### config.mk
export PLATFORM = sky130hd
export DESIGN_NAME = cmul_top
export DESIGN_NICKNAME = d
export VERILOG_FILES = /design/src/rtl/cmul_pkg.sv /design/src/rtl/cmul_recoder.sv /design/src/rtl/cmul_lowbit.sv /design/src/rtl/cmul_accum.sv /design/src/rtl/cmul_top.sv
export SDC_FILE = /design/constraint.sdc
export NUM_CORES = 1
export LEC_CHECK = 0
export ABC_AREA = 1
export ABC_CLOCK_PERIOD_IN_PS = 6600
export BUFFER_PORTS_ARGS = -buffer_cell sky130_fd_sc_hd__buf_2
export CAP_MARGIN = 20
export CELL_PAD_IN_SITES_DETAIL_PLACEMENT = 1
export CELL_PAD_IN_SITES_GLOBAL_PLACEMENT = 1
export CORE_MARGIN = 2
export CORE_UTILIZATION = 41
export DETAILED_ROUTE_END_ITERATION = 10
export HOLD_SLACK_MARGIN = 0.06
export PLACE_DENSITY_LB_ADDON = 0.1
export SLEW_MARGIN = 20
export SYNTH_ARGS = -nofsm -noshare
export SYNTH_HDL_FRONTEND = slang
export SYNTH_SLANG_ARGS = --single-unit
### constraint.sdc
create_clock -name clk -period 6.6 [get_ports clk]
set_clock_uncertainty 0.15 [all_clocks]
set_input_delay 0.66 -clock clk [delete_from_list [all_inputs] [get_ports clk]]
set_output_delay 0.66 -clock clk [all_outputs]
set_load 0.01 [all_outputs]
### src/rtl/cmul_pkg.sv
package cmul_pkg;
  typedef enum logic {
    ST_IDLE = 1'b0,
    ST_RUN  = 1'b1
  } cmul_state_e;
endpackage

### src/rtl/cmul_recoder.sv
// Rewrites a constant into non-adjacent signed digits.
// Digit i is (3K)[i+1] - K[i+1]; (3K)>>1 equals K + (K>>1).
// The digit above the top bit is never formed (zero mod 2^W).
module cmul_recoder #(
  parameter int W = 32
) (
  input  logic [W-1:0] k_in,
  output logic [W-1:0] plus_mask,
  output logic [W-1:0] minus_mask
);
  logic [W-1:0] k_half;
  logic [W-1:0] tri_half;
  logic [W-1:0] nonzero;

  always_comb begin
    k_half   = {1'b0, k_in[W-1:1]};
    tri_half = k_in + k_half;
    nonzero  = tri_half ^ k_half;
  end

  for (genvar i = 0; i < W; i++) begin : g_digit
    assign plus_mask[i]  = nonzero[i] &  tri_half[i];
    assign minus_mask[i] = nonzero[i] & ~tri_half[i];
  end
endmodule

### src/rtl/cmul_lowbit.sv
// Picks the lowest pending digit position.
module cmul_lowbit #(
  parameter int W  = 32,
  parameter int IW = 5
) (
  input  logic [W-1:0]  pend,
  output logic [W-1:0]  pick_oh,
  output logic [IW-1:0] pick_idx
);
  always_comb begin
    pick_oh = pend & (~pend + W'(1));
  end

  always_comb begin
    pick_idx = '0;
    for (int i = 0; i < W; i++) begin
      if (pick_oh[i]) pick_idx = pick_idx | IW'(i);
    end
  end
endmodule

### src/rtl/cmul_accum.sv
// Forms acc +/- (x << s), wrapping modulo 2^W.
module cmul_accum #(
  parameter int W  = 32,
  parameter int IW = 5
) (
  input  logic [W-1:0]  acc,
  input  logic [W-1:0]  xop,
  input  logic [IW-1:0] shamt,
  input  logic          subtract,
  output logic [W-1:0]  acc_next
);
  logic [W-1:0] term;

  always_comb begin
    term     = xop << shamt;
    acc_next = subtract ? (acc - term) : (acc + term);
  end
endmodule

### src/rtl/cmul_top.sv
module cmul_top #(
  parameter int DATA_W = 32,
  localparam int IDX_W = (DATA_W > 1) ? $clog2(DATA_W) : 1,
  localparam int CNT_W = $clog2(DATA_W + 1)
) (
  input  logic              clk,
  input  logic              rst_n,
  input  logic              const_ld,
  input  logic [DATA_W-1:0] const_val,
  input  logic              start,
  input  logic [DATA_W-1:0] x_in,
  output logic              busy,
  output logic              done,
  output logic [DATA_W-1:0] product,
  output logic [CNT_W-1:0]  term_count
);
  import cmul_pkg::*;

  // reset: asynchronous assert, synchronous release
  logic [1:0] rst_sync_q;
  logic       rst_int_n;

  always_ff @(posedge clk or negedge rst_n) begin
    if (!rst_n) rst_sync_q <= 2'b00;
    else        rst_sync_q <= {rst_sync_q[0], 1'b1};
  end
  assign rst_int_n = rst_sync_q[1];

  // stored recoded plan
  logic [DATA_W-1:0] rec_plus, rec_minus;
  logic [DATA_W-1:0] plan_plus_q, plan_minus_q;
  logic              plan_en;

  cmul_recoder #(.W(DATA_W)) u_recoder (
    .k_in      (const_val),
    .plus_mask (rec_plus),
    .minus_mask(rec_minus)
  );

  // working state
  cmul_state_e       state_q, state_d;
  logic [DATA_W-1:0] pend_plus_q, pend_plus_d;
  logic [DATA_W-1:0] pend_minus_q, pend_minus_d;
  logic [DATA_W-1:0] xop_q, xop_d;
  logic [DATA_W-1:0] acc_q, acc_d;
  logic [CNT_W-1:0]  cnt_q, cnt_d;
  logic              done_q, done_d;
  logic              work_en;

  logic [DATA_W-1:0] pend_all;
  logic [DATA_W-1:0] sel_oh;
  logic [IDX_W-1:0]  sel_idx;
  logic              sel_neg;
  logic [DATA_W-1:0] acc_step;
  logic              take_start;

  assign pend_all = pend_plus_q | pend_minus_q;

  cmul_lowbit #(.W(DATA_W), .IW(IDX_W)) u_lowbit (
    .pend    (pend_all),
    .pick_oh (sel_oh),
    .pick_idx(sel_idx)
  );

  assign sel_neg = |(sel_oh & pend_minus_q);

  cmul_accum #(.W(DATA_W), .IW(IDX_W)) u_accum (
    .acc     (acc_q),
    .xop     (xop_q),
    .shamt   (sel_idx),
    .subtract(sel_neg),
    .acc_next(acc_step)
  );

  assign take_start = start & (state_q == ST_IDLE);
  assign plan_en    = const_ld & (state_q == ST_IDLE);

  // next-state logic
  always_comb begin
    state_d      = state_q;
    pend_plus_d  = pend_plus_q;
    pend_minus_d = pend_minus_q;
    xop_d        = xop_q;
    acc_d        = acc_q;
    cnt_d        = cnt_q;
    done_d       = 1'b0;
    work_en      = 1'b0;
    case (state_q)
      ST_IDLE: begin
        if (take_start) begin
          work_en      = 1'b1;
          pend_plus_d  = plan_plus_q;
          pend_minus_d = plan_minus_q;
          xop_d        = x_in;
          acc_d        = '0;
          cnt_d        = '0;
          if ((plan_plus_q | plan_minus_q) == '0) done_d = 1'b1;
          else                                     state_d = ST_RUN;
        end
      end
      ST_RUN: begin
        work_en      = 1'b1;
        acc_d        = acc_step;
        cnt_d        = cnt_q + CNT_W'(1);
        pend_plus_d  = pend_plus_q  & ~sel_oh;
        pend_minus_d = pend_minus_q & ~sel_oh;
        if (((pend_plus_q | pend_minus_q) & ~sel_oh) == '0) begin
          state_d = ST_IDLE;
          done_d  = 1'b1;
        end
      end
      default: state_d = ST_IDLE;
    endcase
  end

  // registers
  always_ff @(posedge clk or negedge rst_int_n) begin
    if (!rst_int_n) begin
      plan_plus_q  <= '0;
      plan_minus_q <= '0;
    end else if (plan_en) begin
      plan_plus_q  <= rec_plus;
      plan_minus_q <= rec_minus;
    end
  end

  always_ff @(posedge clk or negedge rst_int_n) begin
    if (!rst_int_n) begin
      state_q      <= ST_IDLE;
      pend_plus_q  <= '0;
      pend_minus_q <= '0;
      xop_q        <= '0;
      acc_q        <= '0;
      cnt_q        <= '0;
    end else if (work_en) begin
      state_q      <= state_d;
      pend_plus_q  <= pend_plus_d;
      pend_minus_q <= pend_minus_d;
      xop_q        <= xop_d;
      acc_q        <= acc_d;
      cnt_q        <= cnt_d;
    end
  end

  always_ff @(posedge clk or negedge rst_int_n) begin
    if (!rst_int_n) done_q <= 1'b0;
    else            done_q <= done_d;
  end

  assign busy       = (state_q == ST_RUN);
  assign done       = done_q;
  assign product    = acc_q;
  assign term_count = cnt_q;

  // assertions
  a_r3_non_adjacent: assert property (@(posedge clk) disable iff (!rst_int_n)
    (((plan_plus_q | plan_minus_q) & ((plan_plus_q | plan_minus_q) >> 1)) == '0)
      && ((plan_plus_q & plan_minus_q) == '0));

  a_r3_single_term: assert property (@(posedge clk) disable iff (!rst_int_n)
    busy |-> ($onehot0(sel_oh) && (sel_oh != '0)));

  a_r5_one_term_per_cycle: assert property (@(posedge clk) disable iff (!rst_int_n)
    busy |=> (cnt_q == $past(cnt_q) + CNT_W'(1)));

  a_r5_done_after_run: assert property (@(posedge clk) disable iff (!rst_int_n)
    $fell(busy) |-> done_q);

  a_r5_done_idle: assert property (@(posedge clk) disable iff (!rst_int_n)
    done_q |-> (!busy && (pend_all == '0)));

  a_r4_count_bound: assert property (@(posedge clk) disable iff (!rst_int_n)
    busy |-> (cnt_q < CNT_W'(DATA_W)));

  a_r6_zero_plan: assert property (@(posedge clk) disable iff (!rst_int_n)
    (done_q && (cnt_q == '0)) |-> (acc_q == '0));

  a_r7_operand_held: assert property (@(posedge clk) disable iff (!rst_int_n)
    (busy && start) |=> (xop_q == $past(xop_q)));

  a_r8_plan_held: assert property (@(posedge clk) disable iff (!rst_int_n)
    (busy && const_ld) |=> ($stable(plan_plus_q) && $stable(plan_minus_q)));
endmodule

## Word level (Yosys, flattened, before mapping)

Cells that the tools add are included.

- Shifts and indexed selects: 1
- $add $sub $neg: 5
- Reduce and logical (&&, ||, !) cells: 7
- Bitwise logic cells: 109
- Multiplexer cells: 65
- Eq/ne operators: 3

Operators with widths:

| operator | count |
|---|---|
| 32-bit two-way mux | 9 |
| 32-bit case mux with 2 select lines | 3 |
| 32-bit bitwise AND | 5 |
| 5-bit two-way mux | 16 |
| 1-bit bitwise AND | 66 |
| 32-bit logical NOT | 2 |
| 32-bit inverter | 2 |
| 32-bit bitwise OR | 2 |
| 1-bit inverter | 33 |
| 32-bit by 1-bit adder with 32-bit output, second input constant | 1 |
| 32-bit by 31-bit adder with 32-bit output | 1 |
| 32-bit adder | 1 |
| 4-bit two-way mux | 8 |
| 32-bit OR reduction | 1 |
| 32-bit by 5-bit left shift with 32-bit output | 1 |
| 32-bit subtractor | 1 |
| 32-bit by 31-bit bitwise XOR with 32-bit output | 1 |
| 1-bit two-way mux | 17 |
| 3-bit two-way mux | 4 |
| 6-bit two-way mux | 2 |
| 6-bit case mux with 2 select lines | 1 |
| 6-bit by 1-bit adder with 6-bit output, second input constant | 1 |
| 3-bit inequality test, second input constant | 2 |
| 1-bit case mux with 2 select lines | 3 |
| 6 further kinds | 7 |

- Register bits after elaboration: 202
- Input port bits: 68
- Output and inout bits: 40
- Logic and storage cells: 200

## Depth between registers and ports, before layout

Gate-level depths: netlist (run 1).

- Depth after elaboration: 39
- Depth in mapped cells: 45
- Gate-level depth less buffers: 44

## Hierarchy

Synthesis (run 1) repeated with hierarchy kept, for this count alone.

- Cell total of the unflattened synthesis: 2,648
- Area, all modules: 16,932.5 µm²

Modules (own cells, without submodules):

| module | seq. area each (µm²) | times used | area each (µm²) | cells an instance |
|---|---|---|---|---|
| cmul_top | 5,054.8 | 1 | 8,584.5 | 976 |
| cmul_accum | 0.0 | 1 | 4,280.4 | 794 |
| cmul_recoder | 0.0 | 1 | 2,937.8 | 633 |
| cmul_lowbit | 0.0 | 1 | 1,129.8 | 245 |

## Worst setup path before layout (run 1)

No wires, ideal clock.

- Path kind: register -> register
- Start point: register pend_minus_q[1]
- End point: register acc_q[26], in the netlist product[26]
- Path buffers: 1
- Period minus slack after synthesis: 5.195 ns
- Arrival: 4.962 ns
- Required time: 6.367 ns
- Cell stages (with the launch flop): 39
- Slack: 1.405 ns
- Library setup time: 0.083 ns
- Cell sequence: dfrtp_1 > nor2_2 > nand2_4 > nor2_4 > nand2_4 > nor2_8 > nand3_4 > nand2_2 > nor2_2 > nand3b_4 > nor2_4 > clkinv_8 > buf_8 > nor3_2 > inv_1 > ha_1 > nand2_1 > o21ai_0 > (+3 left out) > nand2_1 > nand2_1 > nand2_1 > a21oi_1 > nor2_1 > nor2_1 > o21ai_0 > inv_1 > nor2_1 > nor2_1 > o21ai_0 > nand2_1 > nand2_1 > nand3_1 > nand2_1 > a21boi_0 > xor2_1 > o21ai_0

- Word-level cells in the longest chain between the ends: 39
- Elaborated cells between the ends (all ways): 42
- Those cells by class: add/sub (3); shift (1); mux (33); bitwise (4); reduce/logical (1)

Ends and longest elaborated chain:

| element | line | text |
|---|---|---|
| start: declaration | cmul_top.sv:43 | `logic [DATA_W-1:0] pend_minus_q, pend_minus_d;` |
| start signal: assignment | cmul_top.sv:138 | `pend_minus_q <= pend_minus_d;` |
| 32-bit bitwise OR | cmul_top.sv:57 | `assign pend_all = pend_plus_q \| pend_minus_q;` |
| 32-bit inverter | cmul_lowbit.sv:11 | `pick_oh = pend & (~pend + W'(1));` |
| 32-bit by 1-bit adder with 32-bit output | cmul_lowbit.sv:11 |  |
| 32-bit bitwise AND | cmul_lowbit.sv:11 |  |
| 1-bit two-way mux | cmul_lowbit.sv:17 | `if (pick_oh[i]) pick_idx = pick_idx \| IW'(i);` |
| 2-bit two-way mux (2 in a row) | cmul_lowbit.sv:17 |  |
| 3-bit two-way mux (4 in a row) | cmul_lowbit.sv:17 |  |
| 4-bit two-way mux (8 in a row) | cmul_lowbit.sv:17 |  |
| 5-bit two-way mux (16 in a row) | cmul_lowbit.sv:17 |  |
| 32-bit by 5-bit left shift with 32-bit output | cmul_accum.sv:15 | `term = xop << shamt;` |
| 32-bit adder / 32-bit subtractor (equally long branches) | cmul_accum.sv:16 | `acc_next = subtract ? (acc - term) : (acc + term);` |
| 32-bit two-way mux * | cmul_accum.sv:16 |  |
| 32-bit case mux with 2 select lines * | cmul_top.sv:88 | `case (state_q)` |
| end signal: assignment | cmul_top.sv:133 | `acc_q <= '0;` |
| end signal: assignment | cmul_top.sv:140 | `acc_q <= acc_d;` |
| end: declaration | cmul_top.sv:45 | `logic [DATA_W-1:0] acc_q, acc_d;` |

Mark *: on every way between the ends. The rest lies on a longest branch, timed or not.
A chain may end at the register's enable or synchronous reset.

## Final worst setup path (run 1)

- Start point: register pend_minus_q[14]
- End point: register acc_q[31], in the netlist product[31]

- Word-level cells in the longest chain between the ends: 26
- Elaborated cells between the ends (all ways): 29
- Those cells by class: add/sub (3); shift (1); mux (20); bitwise (4); reduce/logical (1)

Ends and longest elaborated chain:

| element | line |
|---|---|
| 32-bit bitwise OR | cmul_top.sv:57 |
| 32-bit inverter | cmul_lowbit.sv:11 |
| 32-bit by 1-bit adder with 32-bit output | cmul_lowbit.sv:11 |
| 32-bit bitwise AND | cmul_lowbit.sv:11 |
| 4-bit two-way mux (2 in a row) | cmul_lowbit.sv:17 |
| 5-bit two-way mux (16 in a row) | cmul_lowbit.sv:17 |
| 32-bit by 5-bit left shift with 32-bit output | cmul_accum.sv:15 |
| 32-bit adder / 32-bit subtractor (equally long branches) | cmul_accum.sv:16 |
| 32-bit two-way mux * | cmul_accum.sv:16 |
| 32-bit case mux with 2 select lines * | cmul_top.sv:88 |

Marks and branches as above.

==> results of run 1 <==
[cell usage after synthesis (all sizes together) (4+ instances only)]
master | n | area share, %
a21o | 4 | 0.19
nand3b | 10 | 0.56
a21oi | 76 | 2.4
ha | 63 | 5.0
o22ai | 66 | 2.6
a221oi | 8 | 0.44
nand2 | 561 | 14
nand3 | 287 | 11
o221ai | 7 | 0.39
o211ai | 10 | 0.48
o21a | 4 | 0.19
buf | 31 | 1.8
a31oi | 4 | 0.16
nor3 | 20 | 0.77
nor2 | 196 | 6.0
o31ai | 24 | 1.1
nor4 | 14 | 0.56
nand4 | 35 | 1.6
xnor2 | 21 | 1.2
o21ai | 163 | 5.3
clkbuf | 42 | 1.0
a21boi | 4 | 0.19
clkinv | 6 | 0.23
or2 | 6 | 0.24
o21bai | 4 | 0.19
inv | 294 | 7.0
dfrtp | 201 | 32
xor2 | 40 | 2.2
[registers in the layout, indices dropped and copies added, names as in the netlist]
name          cells
xop_q            32
plan_plus_q      32
rst_sync_q        2
term_count        6
product          32
pend_minus_q     32
busy              1
done              1
plan_minus_q     31
pend_plus_q      32
[final cells by class]
type / count / area [sq um] / share of cell area [%]
clock buffer: 32 / 682 / 3.85
clock inverter: 13 / 176 / 0.995
inverter: 300 / 1140 / 6.44
multi-input combinational: 1651 / 9240 / 52.1
sequential: 201 / 5030 / 28.4
tap: 511 / 639 / 3.61
timing repair buffer: 141 / 813 / 4.59
[timing repair]
item / in CTS / in global routing
pin swaps: 0 / 6
hold buffers: 1 / 0
hold endpoints to repair: 2 / 0
setup endpoints to repair: 1 / 17
buffers inserted: 0 / 7
cloned: 0 / 2
resized for setup: 1 / 26
[layer usage]
layer	vias up	GRT usage [%]	wire (um)
met5	-	0	0
li1	7617	-	-
met3	80	2.35	1310
met2	195	48.8	26500
met1	7511	30.7	21800
met4	0	7.68	1500
[worst register-to-register path: cells and delay by family, from the launching register on]
| family | cells | cell delay (ns) |
|---|---|---|
| and+or+nand+nor | 29 | 3.94 |
| DFF | 1 | 0.39 |
| AOI/OAI and AO/OA | 4 | 0.84 |
| buffers and inverters | 3 | 0.28 |
| adders and majority gates | 1 | 0.37 |
[path summary, 6_finish.rpt]
kind                                  startpoint            end  slack [ns]  depth (start not counted)
worst min register to register     rst_sync_q[1]  term_count[5]        0.19                          0
worst min-delay path                     x_in[1]       xop_q[1]        0.17                          3
max in group asynchronous          rst_sync_q[1]      xop_q[22]        4.79                          1
min in group asynchronous          rst_sync_q[1]  term_count[5]        0.19                          0
worst max-delay path            pend_minus_q[14]    product[31]        0.56                         37
worst max register to register  pend_minus_q[14]    product[31]        0.56                         37
[logic make-up (layout without fill, tap and decap cells)]
family	Yosys count	after routing	share of synthesized area (%)
XOR/XNOR	61	61	3.39
buffers and inverters	373	486	10.0
AND/OR/NAND/NOR	1133	1135	34.8
adder cells (fa/ha/maj)	65	65	5.26
AO/OA/AOI/OAI	389	389	14.6
flip-flops	201	201	31.9
other	1	1	0.0238
[metrics by stage]
step / cells / hold WS [ns] / TNS [ns]
after floorplan: 2223 / 0.181 / 0
after global placement: 2794 / 0.187 / 0
after detailed placement: 2794 / 0.188 / 0
after CTS: 2840 / 0.151 / 0
after global routing: 2849 / 0.163 / -0.0270
final: 2849 / 0.168 / 0
[cells in the final DEF (no fill, tap or decap), types with 12 or more instances in the layout]
cell type / netlist / layout
nand2_1: 530 / 528
inv_1: 284 / 282
nand3_1: 243 / 242
dfrtp_1: 201 / 200
nor2_1: 160 / 149
o21ai_0: 150 / 146
buf_2: 8 / 107
a21oi_1: 76 / 74
o22ai_1: 66 / 66
ha_1: 63 / 62
nand3_2: 40 / 41
xor2_1: 40 / 40
nand4_1: 30 / 30
buf_4: 4 / 30
nor2_2: 17 / 25
clkbuf_16: 0 / 25
o31ai_1: 24 / 24
nand2_2: 22 / 23
nor2_4: 16 / 21
xnor2_1: 21 / 21
nor3_1: 17 / 16
nor4_1: 14 / 14
o21ai_1: 9 / 12
==> run_results.csv, run 1 <==
group,metric,value,unit
outcome,status,"complete, no violations",
route,drt_first_pass_iters,5,
synthesis,synth-async-reset-ratio,100,%
global_route,grt.overflow.total,0,
worst_setup_path,cp.required,6.93,ns
cts,numCtsBuffers,25,
synthesis,synth_cells,2223,
place,portBuffers,107,
worst_setup_path,worstSetupStartpointType,"flip-flop",
worst_setup_path,end_kind,"flip-flop",
synthesis,synth-main-ff-cell,"dfrtp_1",
final_layout,fillers,4851,
cts,h-tree-depth,1,
synthesis,syn_area_per_cell,7.09,sq um
final_layout,drive_gt1_share,14.8,%
worst_setup_path,crit_buf_inv,3,
floorplan,floorplan.die_area,40000,sq um
timing,max_freq,166,MHz
cts,clkLatencyLatePin,0.54,ns
final_layout,final_nets,2453,
worst_setup_path,slowest_stage,"nor2_2",
global_route,grt_start_max_net_pins,160,
floorplan,die_x,200,um
worst_setup_path,cp_max_fo,17,
timing,hold_violations,0,
synthesis,synth_seq_area_share,31.9,%
worst_setup_path,cpMostUsedCell,"nand2_1",
route,drt_iter0_drc,675,
floorplan,core-area,37800,sq um
timing,finalSetupViolations,0,
global_route,grt.total_usage,25.8,%
final_layout,area_delta_synth_final,12.6,%
timing,setup_ws,0.558,ns
cts,cts.sinks,201,
synthesis,syn_nets,2356,
synthesis,synth-edff-count,0,
timing,slew_viol_final,0,
final_layout,utilization,47.0,%
floorplan,io-pin-count,108,
floorplan,die_h,200,um
cts,clkTransAtPathRegs,0.06,ns
final_layout,diodes,0,
place,dp_slack,0.0588,ns
final_layout,final_design_area_no_fill,17700,sq um
floorplan,rows,71,
worst_setup_path,slowest_delay,0.71,ns
route,routed_via_density,5.41,
synthesis,synth_warnings,0,
global_route,grt_pass1_vias,16100,
cts,cts.path.max_buffers,3,
timing,timing.slew.headroom,39.2,%
route,vias,15400,
route,ant_nets,0,
run,drv_cap,0,
timing,fin_crit_sh,91.5,%
synthesis,ys_ff_latch,201,
cts,cts-root-buf,"clkbuf_16",
place,gp_congestion,0.898,
place,place_area,16700,sq um
route,wl_per_cell,18.0,um
route,drcViolationCount,0,
timing,period_needed,6.04,ns
floorplan,start_util,41.7,%
worst_setup_path,worstPathArrival,6.37,ns
cts,cts_tree,"yes",
worst_setup_path,crit_type,"flip-flop to flip-flop",
route,wirelength,51200,um
global_route,grt_pass1_wl,82500,um
worst_hold_path,min_path_type,"input pin to flip-flop",
synthesis,synth.distinct_cells,64,
timing,max_slew.worst_pin.slew,0.912,ns
global_route,antenna_found_initial,0,
synthesis,syn_area,15800,sq um
place,place_hpwl,39900,um
worst_setup_path,path_delay_family,"simple AND/OR/NAND/NOR gates",
Power of run 1 is left out: the tool's default activity adds up to more than one toggle a clock period on the data nets, which glitch-free logic cannot reach.
==> inputs of run 2 (changes only) <==
Settings changed: CORE_UTILIZATION 41 to 40, PLACE_DENSITY_LB_ADDON 0.1 to 0.15, SYNTH_HIERARCHICAL set to 1.
==> run 2 against run 1 <==
Against the previous run:
- non-clock buffer count decreased by 15
- synthesized cell count increased by 19%
- die area increased by 10%
- design area increased by 6.2%
- fmax decreased by 0.53%
- via count increased by 12%
- largest cell class unchanged
==> run_results.csv, run 2 <==
group,metric,value,unit
worst_setup_path,crit_buf_inv,4,
place,place_hpwl,46100,um
worst_hold_path,hold_depth,3,
timing,finalSetupViolations,0,
final_layout,final_common_cell,"nand2_1",
global_route,grt_busiest_layer,"met2",
worst_setup_path,reg2reg_depth,36,
synthesis,synth.most_common_cell,"nand2_1",
floorplan,rows,75,
floorplan,start_util,40.5,%
worst_setup_path,path_delay_family,"simple AND/OR/NAND/NOR gates",
worst_hold_path,min_path_type,"input pin to flip-flop",
place,portBuffers,107,
timing,slew_viol_final,0,
worst_hold_path,hold_start,"x_in[0]",
worst_setup_path,reg2reg_slack,0.53,ns
route,ant_nets,0,
worst_setup_path,r2r_start,"pend_plus_q[6]",
final_layout,drive_gt1_share,10.3,%
timing,max_freq,165,MHz
global_route,grt.overflow.total,0,
floorplan,die_h,210,um
cts,clkTransAtPathRegs,0.07,ns
synthesis,synth.distinct_cells,51,
global_route,grt_use_met1,39.5,%
worst_setup_path,cpMostUsedCell,"nand2_1",
cts,numCtsBuffers,26,
worst_setup_path,crit_type,"flip-flop to flip-flop",
worst_setup_path,worstPathArrival,6.36,ns
route,vias,17300,
timing,finalSetupTns,0,ns
worst_setup_path,r2r_end,"product[26]",
global_route,antenna_found_initial,0,
timing,hold_violations,0,
worst_setup_path,cp.required,6.89,ns
worst_setup_path,slowest_delay,0.39,ns
run,drv_cap,0,
timing,max_slew.worst_pin.slew,1.12,ns
synthesis,synth_top_area_share,29.9,%
synthesis,syn_area_per_cell,6.39,sq um
global_route,grt_pass1_vias,17600,
worst_setup_path,cp_max_fo,37,
final_layout,final_cell_mix,"nand2_1, inv_1, nor2_1",
cts,cts-root-buf,"clkbuf_16",
final_layout,diodes,0,
worst_setup_path,slowest_stage,"dfrtp_1",
route,wl_per_cell,17.5,um
synthesis,ys_ff_latch,202,
worst_setup_path,worstSetupStartpointType,"flip-flop",
synthesis,synth-main-ff-cell,"dfrtp_1",
cts,cts.sinks,202,
floorplan,core-area,41900,sq um
synthesis,synth_cells,2648,
synthesis,syn_nets,2781,
global_route,grt_start_max_net_pins,148,
timing,fin_crit_sh,92.0,%
synthesis,synth-edff-count,0,
place,place_area,17900,sq um
place,gp_congestion,0.890,
timing,timing.slew.headroom,25.1,%
floorplan,floorplan.die_area,44000,sq um
synthesis,synth_warnings,6,
global_route,met3_usage,2.96,%
synthesis,yosys-top-cells-area,"dfrtp_1, nand2_1, inv_1",
route,drt_first_pass_iters,5,
global_route,grt_pass1_wl,93800,um
worst_hold_path,hold_path_end,"xop_q[0]",
floorplan,io-pin-count,108,
worst_setup_path,end_kind,"flip-flop",
synthesis,synth.largest_area_cell,"dfrtp_1",
cts,clkLatencyLatePin,0.55,ns
global_route,use_met2,40.7,%
final_layout,final_nets,2858,
route,wirelength,57600,um
cts,cts_tree,"yes",
synthesis,synth-async-reset-ratio,100,%
route,drcViolationCount,0,
cts,h-tree-depth,1,
synthesis,syn_area,16900,sq um
worst_setup_path,worstSetupStartpoint,"pend_plus_q[6]",
synthesis,synth_common_cells,"nand2_1, inv_1, nor2_1",
cts,cts.path.max_buffers,3,
timing,period_needed,6.07,ns
global_route,grt.total_usage,26.4,%
route,drt_iter0_drc,1135,
floorplan,die_x,210,um
outcome,status,"complete, no violations",
final_layout,fillers,5659,
route,routed_via_density,5.27,
final_layout,area_delta_synth_final,11.2,%
final_layout,final_design_area_no_fill,18800,sq um
synthesis,synth_seq_area_share,29.9,%
==> run 2: changes by cell type after synthesis, moves of 23 or more <==
cell      change
a22o_1       +31
a21oi_1      +48
o31ai_1      -23
nand2_1     +243
buf_2        +29
o21ai_0      -75
clkbuf_1     -26
nor2_1      +141
inv_1       +131
==> run 2: timing repair <==
item,CTS,global route
buffers inserted,0,0
gates resized for setup,0,11
endpoints found under the setup margin,0,11
hold endpoints to repair,2,0
hold buffers,1,0
==> run 2: area by class of cell <==
cell class	instances	area (sq um)	area share, %
clock inverter	12	170	0.904
tap	539	674	3.58
clock buffer	36	759	4.03
sequential	202	5060	26.9
inverter	430	1620	8.58
multi-input combinational	1939	9850	52.3
timing repair buffer	126	701	3.72
==> run 2: per-layer routing <==
metal	up-vias	part of all wire (%)
li1	8584	-
met1	8336	51
met2	330	43
met3	66	4.0
met4	0	2.2
met5	-	0
==> run 2: cells by family after synthesis <==
kind of cell / after synthesis / share of synthesized area, %
simple gates: 1448 / 36.9
buf+inv: 507 / 12.2
compound gates: 357 / 12.6
flops: 202 / 29.9
xor+xnor: 67 / 3.47
fa+ha+maj: 65 / 4.89
other cells: 2 / 0.0444
==> run 2: worst max path at each step <==
stage,end,slack [ns],depth (start not counted)
6_report,product[26],0.53,36
5_1_grt,product[26],-0.007,36
4_1_cts,product[26],0.20,36
3_5_place_dp,product[26],0.25,36
3_3_place_gp,product[26],0.41,34
2_1_floorplan,busy,0.40,0
==> run 2: per-stage QoR <==
stage	setup WS, ns	utilization, %	cells	hold WS [ns]
2_1_floorplan	0.404	-	2648	0.181
3_3_place_gp	0.409	42.7	3235	0.192
3_5_place_dp	0.249	42.7	3235	0.206
4_1_cts	0.205	44.9	3284	0.142
5_1_grt	-0.00654	45.0	3284	0.165
6_report	0.526	45.0	3284	0.170
==> run 2: worst min-delay path, cell delays in order <==
cell and delay, ns:
buf_2 0.07, nand2_1 0.04, nand2_1 0.05
Power of run 2 is left out for the same reason.
